<file path="config.mk">
export PLATFORM = sky130hd
export DESIGN_NAME = strap_reader
export DESIGN_NICKNAME = d
export VERILOG_FILES = /design/src/rtl/strap_pkg.sv /design/src/rtl/strap_sampler.sv /design/src/rtl/strap_sched.sv /design/src/rtl/strap_optreg.sv /design/src/rtl/strap_reader.sv
export SDC_FILE = /design/constraint.sdc
export NUM_CORES = 1
export LEC_CHECK = 0
export ABC_AREA = 0
export BUFFER_PORTS_ARGS = -buffer_cell sky130_fd_sc_hd__buf_2
export CORE_MARGIN = 2
export CORE_UTILIZATION = 64
export DETAILED_ROUTE_END_ITERATION = 6
export PLACE_DENSITY = 0.93
export SLEW_MARGIN = 15
export SYNTH_ARGS = -nofsm -noshare
export SYNTH_HDL_FRONTEND = slang
export SYNTH_SLANG_ARGS = --single-unit
</file>
<file path="constraint.sdc">
create_clock -name clk -period 5.14 [get_ports clk]
set_clock_uncertainty 0.15 [all_clocks]
set_input_delay 1.028 -clock clk [delete_from_list [all_inputs] [get_ports clk]]
set_output_delay 1.028 -clock clk [all_outputs]
set_load 0.005 [all_outputs]
</file>
<file path="src/rtl/strap_pkg.sv">
package strap_pkg;

  localparam int STRAP_W = 3;

  typedef enum logic [1:0] {
    HOLD_INF = 2'b00,
    HOLD_10S = 2'b01,
    HOLD_60S = 2'b10
  } hold_e;

  typedef enum logic [1:0] {
    RD_SCAN = 2'b00,
    RD_WAIT = 2'b01,
    RD_PEND = 2'b10
  } rd_state_e;

  typedef struct packed {
    logic  slow;
    hold_e hold;
    logic  toggle;
  } opt_t;

  localparam opt_t OPT_IDLE = '{slow: 1'b0, hold: HOLD_INF, toggle: 1'b0};

  // pins[0] speed, pins[1] second option strap, pins[2] third option strap
  function automatic opt_t strap_decode(input logic [STRAP_W-1:0] pins);
    opt_t o;
    o.slow = pins[0];
    case (pins[2:1])
      2'b00:   begin o.hold = HOLD_INF; o.toggle = 1'b0; end
      2'b01:   begin o.hold = HOLD_60S; o.toggle = 1'b0; end
      2'b10:   begin o.hold = HOLD_10S; o.toggle = 1'b0; end
      default: begin o.hold = HOLD_10S; o.toggle = 1'b1; end
    endcase
    return o;
  endfunction

endpackage

</file>
<file path="src/rtl/strap_sampler.sv">
module strap_sampler #(
  parameter int SAMPLES = 25,
  parameter int W       = 3
) (
  input  logic         clk,
  input  logic         rst_n,
  input  logic         sample_tick,
  input  logic         scan_en,
  input  logic [W-1:0] pins,
  output logic         smp_done,
  output logic         smp_abort,
  output logic [W-1:0] smp_word
);
  localparam int CW = $clog2(SAMPLES + 1);
  localparam logic [CW-1:0] LAST = CW'(SAMPLES - 1);

  logic [CW-1:0] cnt_q;
  logic [W-1:0]  ref_q;
  logic [W-1:0]  agree;
  logic          first_smp;
  logic          all_agree;
  logic          take;

  // per-pin agreement with the first sample of the run
  for (genvar g = 0; g < W; g++) begin : g_cmp
    assign agree[g] = ~(pins[g] ^ ref_q[g]);
  end

  assign first_smp = (cnt_q == '0);
  assign all_agree = &agree;
  assign take      = scan_en & sample_tick;
  assign smp_abort = take & ~first_smp & ~all_agree;
  assign smp_done  = take & ~first_smp & all_agree & (cnt_q == LAST);
  assign smp_word  = ref_q;

  always_ff @(posedge clk or negedge rst_n) begin
    if (!rst_n) begin
      cnt_q <= '0;
      ref_q <= '0;
    end else if (!scan_en) begin
      cnt_q <= '0;
    end else if (sample_tick) begin
      if (first_smp) begin
        ref_q <= pins;
        cnt_q <= CW'(1);
      end else if (smp_abort || smp_done) begin
        cnt_q <= '0;
      end else begin
        cnt_q <= cnt_q + CW'(1);
      end
    end
  end

endmodule

</file>
<file path="src/rtl/strap_sched.sv">
module strap_sched
  import strap_pkg::*;
#(
  parameter int REREAD_TICKS = 1000000
) (
  input  logic clk,
  input  logic rst_n,
  input  logic sample_tick,
  input  logic any_detect,
  input  logic opts_valid,
  input  logic smp_done,
  input  logic smp_abort,
  output logic scan_en
);
  localparam int IW = $clog2(REREAD_TICKS + 1);
  localparam logic [IW-1:0] ILAST = IW'(REREAD_TICKS - 1);

  rd_state_e     st_q;
  logic [IW-1:0] icnt_q;
  logic          blocked;
  logic          interval_up;

  // detection gates reads only once a valid setting exists
  assign blocked     = any_detect & opts_valid;
  assign interval_up = sample_tick & (icnt_q == ILAST);
  assign scan_en     = (st_q == RD_SCAN);

  always_ff @(posedge clk or negedge rst_n) begin
    if (!rst_n) begin
      st_q   <= RD_SCAN;
      icnt_q <= '0;
    end else begin
      case (st_q)
        RD_SCAN: begin
          if (smp_done) begin
            st_q   <= RD_WAIT;
            icnt_q <= '0;
          end else if (smp_abort || blocked) begin
            st_q <= RD_PEND;
          end
        end
        RD_WAIT: begin
          if (interval_up)      st_q   <= RD_PEND;
          else if (sample_tick) icnt_q <= icnt_q + IW'(1);
        end
        RD_PEND: begin
          if (sample_tick && !blocked) st_q <= RD_SCAN;
        end
        default: st_q <= RD_PEND;
      endcase
    end
  end

endmodule

</file>
<file path="src/rtl/strap_optreg.sv">
module strap_optreg
  import strap_pkg::*;
(
  input  logic               clk,
  input  logic               rst_n,
  input  logic               load,
  input  logic [STRAP_W-1:0] word,
  output opt_t               opt_q,
  output logic               valid_q
);
  always_ff @(posedge clk or negedge rst_n) begin
    if (!rst_n) begin
      opt_q   <= OPT_IDLE;
      valid_q <= 1'b0;
    end else if (load) begin
      opt_q   <= strap_decode(word);
      valid_q <= 1'b1;
    end
  end
endmodule

</file>
<file path="src/rtl/strap_reader.sv">
module strap_reader
  import strap_pkg::*;
#(
  parameter int SAMPLES      = 25,
  parameter int REREAD_TICKS = 1000000
) (
  input  logic       clk,
  input  logic       rst_n,
  input  logic       sample_tick,
  input  logic [2:0] strap_pin,
  input  logic       any_detect,
  output logic       read_active,
  output logic       opt_valid,
  output logic       opt_slow,
  output logic [1:0] opt_hold,
  output logic       opt_toggle
);
  logic               smp_done_w;
  logic               smp_abort_w;
  logic               scan_en_w;
  logic [STRAP_W-1:0] smp_word_w;
  opt_t               opt_w;
  logic               valid_w;

  strap_sampler #(.SAMPLES(SAMPLES), .W(STRAP_W)) u_sampler (
    .clk        (clk),
    .rst_n      (rst_n),
    .sample_tick(sample_tick),
    .scan_en    (scan_en_w),
    .pins       (strap_pin),
    .smp_done   (smp_done_w),
    .smp_abort  (smp_abort_w),
    .smp_word   (smp_word_w)
  );

  strap_sched #(.REREAD_TICKS(REREAD_TICKS)) u_sched (
    .clk        (clk),
    .rst_n      (rst_n),
    .sample_tick(sample_tick),
    .any_detect (any_detect),
    .opts_valid (valid_w),
    .smp_done   (smp_done_w),
    .smp_abort  (smp_abort_w),
    .scan_en    (scan_en_w)
  );

  strap_optreg u_optreg (
    .clk    (clk),
    .rst_n  (rst_n),
    .load   (smp_done_w),
    .word   (smp_word_w),
    .opt_q  (opt_w),
    .valid_q(valid_w)
  );

  assign read_active = scan_en_w;
  assign opt_valid   = valid_w;
  assign opt_slow    = opt_w.slow;
  assign opt_hold    = opt_w.hold;
  assign opt_toggle  = opt_w.toggle;

endmodule

</file>
==> impl_metrics.toml <==
[outcome]
status = "finished, final reports clean"

[logic_synthesis]
synth_edf_count = 0
synthFlopType = "dfrtp_1"
yosysWarnings = 0
avgSynthCellArea_um2 = 9.28
ys_ff_latch = 35
yosysSeqAreaShare_pct = 44.9
syn_nets = 220
syn-instance-count = 210
yosys.area.top_type = "dfrtp_1"
synth_top_cell_area_share_pct = 44.9
ys_async_sr_fraction_pct = 100
ys_types = 52
synth_area_leaders = "dfrtp_1, nand2_1, a31oi_1"
synth_area_mm2 = 0.00195

[clock_tree]
worst_skew_pair.late_latency_ns = 0.35
postCtsHoldBufs = 0
cts_tree = "built"
post_cts_buffers = 0
clock_sinks = 35
numCtsBuffers = 5
h-tree-depth = 2
ctsResizeCount = 0
cts_root_buf = "clkbuf_4"
clkTransAtPathRegs_ns = 0.10
max-clock-path-buffers = 2

[worst_setup_path]
critPathSlowestCell = "or3b_2"
path_class = "in -> reg"
r2r_end = "u_sched.icnt_q[4]"
cp-endpoint = "u_sched.icnt_q[4]"
cp_max_fo = 14
crit_path_end_kind = "register"
worst_r2r_path_depth = 6
path_cells = "buf_2, or3b_2, nor4_1, nand3_1, nand2_1, a31oi_1"
start_kind = "input pin"
worstSetupStartpoint = "sample_tick"
critPathMaxStageDelay_ns = 0.48
r2r_start = "u_sched.icnt_q[0]"
crit_arrival_ns = 3.02
ff2ff_setup_slack_ns = 2.26
crit_required_ns = 5.21

[timing]
tightest_slew_ns = 0.788
max-slew-margin-rel_pct = 47.1
setup_viol = 0
hold_viol_final = 0
tns_ns = 0
slew_viol_final = 0
rsz0062_at_grt = "no"
fmax_ghz = 0.339
period_needed_ns = 2.95
fin_crit_sh_pct = 57.4

[placed_design]
dpl.hpwl_mm = 2.77
dp_cells = 244
port_buffers = 12
dpl_cell_area_mm2 = 0.00200
globalplace.congestion = 0.854

[power]
power_frac_comb_pct = 17.4
power.density_mw_per_mm2 = 299
power.share.sequential_pct = 51.6
pwr-share-clk_pct = 31.0
power_switching_uw = 171
peakVddDrop_mv = 0.289
p_leak_nw = 0.891
p_sw_share_pct = 27.6
p_int_uw = 448

[floorplanning]
num_io_pins = 13
die_w_um = 59.2
start_util_pct = 65.5
placementRows = 20
core_mm2 = 0.00298
die_h_um = 59.2
dieArea_mm2 = 0.00350

[job]
maxCapViolCount = 0

[global_route]
grt_pass1_vias = 1533
grtUsageTotal_pct = 26.8
globalRoute.totalOverflow = 0
grt_pass1_wl_mm = 6.93
grt_max_degree = 36
antenna_found_initial = 0

[drt]
wl_met3_um = 231
drt-met1-wl_mm = 1.74
antenna_left = 0
wl_met2_mm = 1.98
drc = 0
routed_wl_mm = 4.02
drtPass1Iterations = 4
drtIter0Drc = 112
vias_per_cell = 6.59
vias = 1653
highest-signal-layer = "met4"
avgRoutedWirePerCell_um = 16.0

[finish]
layout_common_cells = "dfrtp_1, nand2_1, buf_2"
antenna_cells = 0
drive_gt1_share_pct = 15.1
mostFrequentLayoutCell = "dfrtp_1"
final_util_pct = 69.5
nFillCells = 219
fin_cells = 251
nets = 228
area_growth_pct = 6.16
stdcell_area_mm2 = 0.00207

[worst_hold_path]
worstHoldStart = "u_sched.icnt_q[19]"
hp-class = "reg -> reg"
-- layer usage --
layer	up-vias	global-route usage [%]
met5	-	0
met4	0	11.4
met3	5	7.42
met2	56	42.1
met1	797	34.6
li1	795	-
-- layout make-up --
cell class                 count  area, µm²  share of cell area (%)
multi-input combinational    158        998                    48.2
sequential                    35        876                    42.3
tap                           33       41.3                    2.00
inverter                       6       22.5                    1.09
timing repair buffer          12       60.1                    2.90
clock inverter                 1       30.0                    1.45
clock buffer                   6       41.3                    2.00
-- power by group through the flow --
stage | registers [mW] | clock network (mW) | logic [mW]
6_report | 0.319 | 0.192 | 0.108
5_1_grt | 0.323 | 0.208 | 0.124
4_1_cts | 0.319 | 0.195 | 0.109
3_5_place_dp | 0.324 | 0 | 0.109
3_3_place_gp | 0.324 | 0 | 0.106
2_1_floorplan | 0.319 | 0 | 0.0847
-- synth_stat cells, types with 2 or more instances --
cell type,instances
o211ai_1,3
nor3_1,6
o21a_1,2
nor2_1,8
and2_1,3
ha_1,3
or3_4,3
buf_2,6
nand2b_1,2
o22ai_1,2
a41oi_1,5
and3_1,2
a31oi_1,9
o21ai_1,2
dfrtp_1,35
nand3_1,11
nor4b_1,2
a31o_2,2
mux2i_1,3
nand2_1,32
o21ai_0,9
o31ai_1,2
a21oi_1,8
nand4_1,3
mux2_2,4
inv_1,6
clkbuf_1,4
nor4_1,4
or4_1,2
xor2_1,5
-- registers in the layout (all words and copies together), names as in the netlist --
name / count
u_optreg.valid_q: 1
u_sched.st_q: 2
u_sampler.smp_word: 3
u_sched.icnt_q: 20
u_sampler.cnt_q: 5
u_optreg.opt_q: 4
-- worst min-delay path by stage --
stage | endpoint | slack, ns | depth (start not counted)
after global routing | u_sched.icnt_q[18] | 0.35 | 1
after CTS | u_sched.icnt_q[18] | 0.34 | 1
final | u_sched.icnt_q[19] | 0.34 | 1
after detailed placement | u_sched.icnt_q[18] | 0.32 | 1
after floorplan | u_sched.icnt_q[19] | 0.29 | 1
after global placement | u_sched.icnt_q[19] | 0.32 | 1
-- through the flow --
stage / setup slack [ns] / power (mW) / hold WS [ns]
CTS: 2.17 / 0.624 / 0.336
detailed placement: 1.80 / 0.433 / 0.322
global placement: 1.92 / 0.430 / 0.318
floorplan: 2.27 / 0.404 / 0.289
global route: 1.91 / 0.655 / 0.354
finish: 2.19 / 0.619 / 0.339
-- worst max-delay path, delay by kind of cell --
kind | cells | cell delay [ns]
AND/OR/NAND/NOR | 4 | 1.65
buffers and inverters | 1 | 0.17
AO/OA/AOI/OAI | 1 | 0.16
-- kinds of logic (layout without fill, tap and decap cells) --
kind of cell | after synthesis | count (layout) | synth area share [%]
adder cells (fa/ha/maj) | 3 | 3 | 1.93
XOR/XNOR | 5 | 5 | 2.25
buffers and inverters | 17 | 25 | 3.85
AO/OA/AOI/OAI | 55 | 55 | 19.1
multiplexers | 8 | 8 | 4.43
flip-flops | 35 | 35 | 44.9
AND/OR/NAND/NOR | 87 | 87 | 23.6
Power figures use the tool's default switching activity.
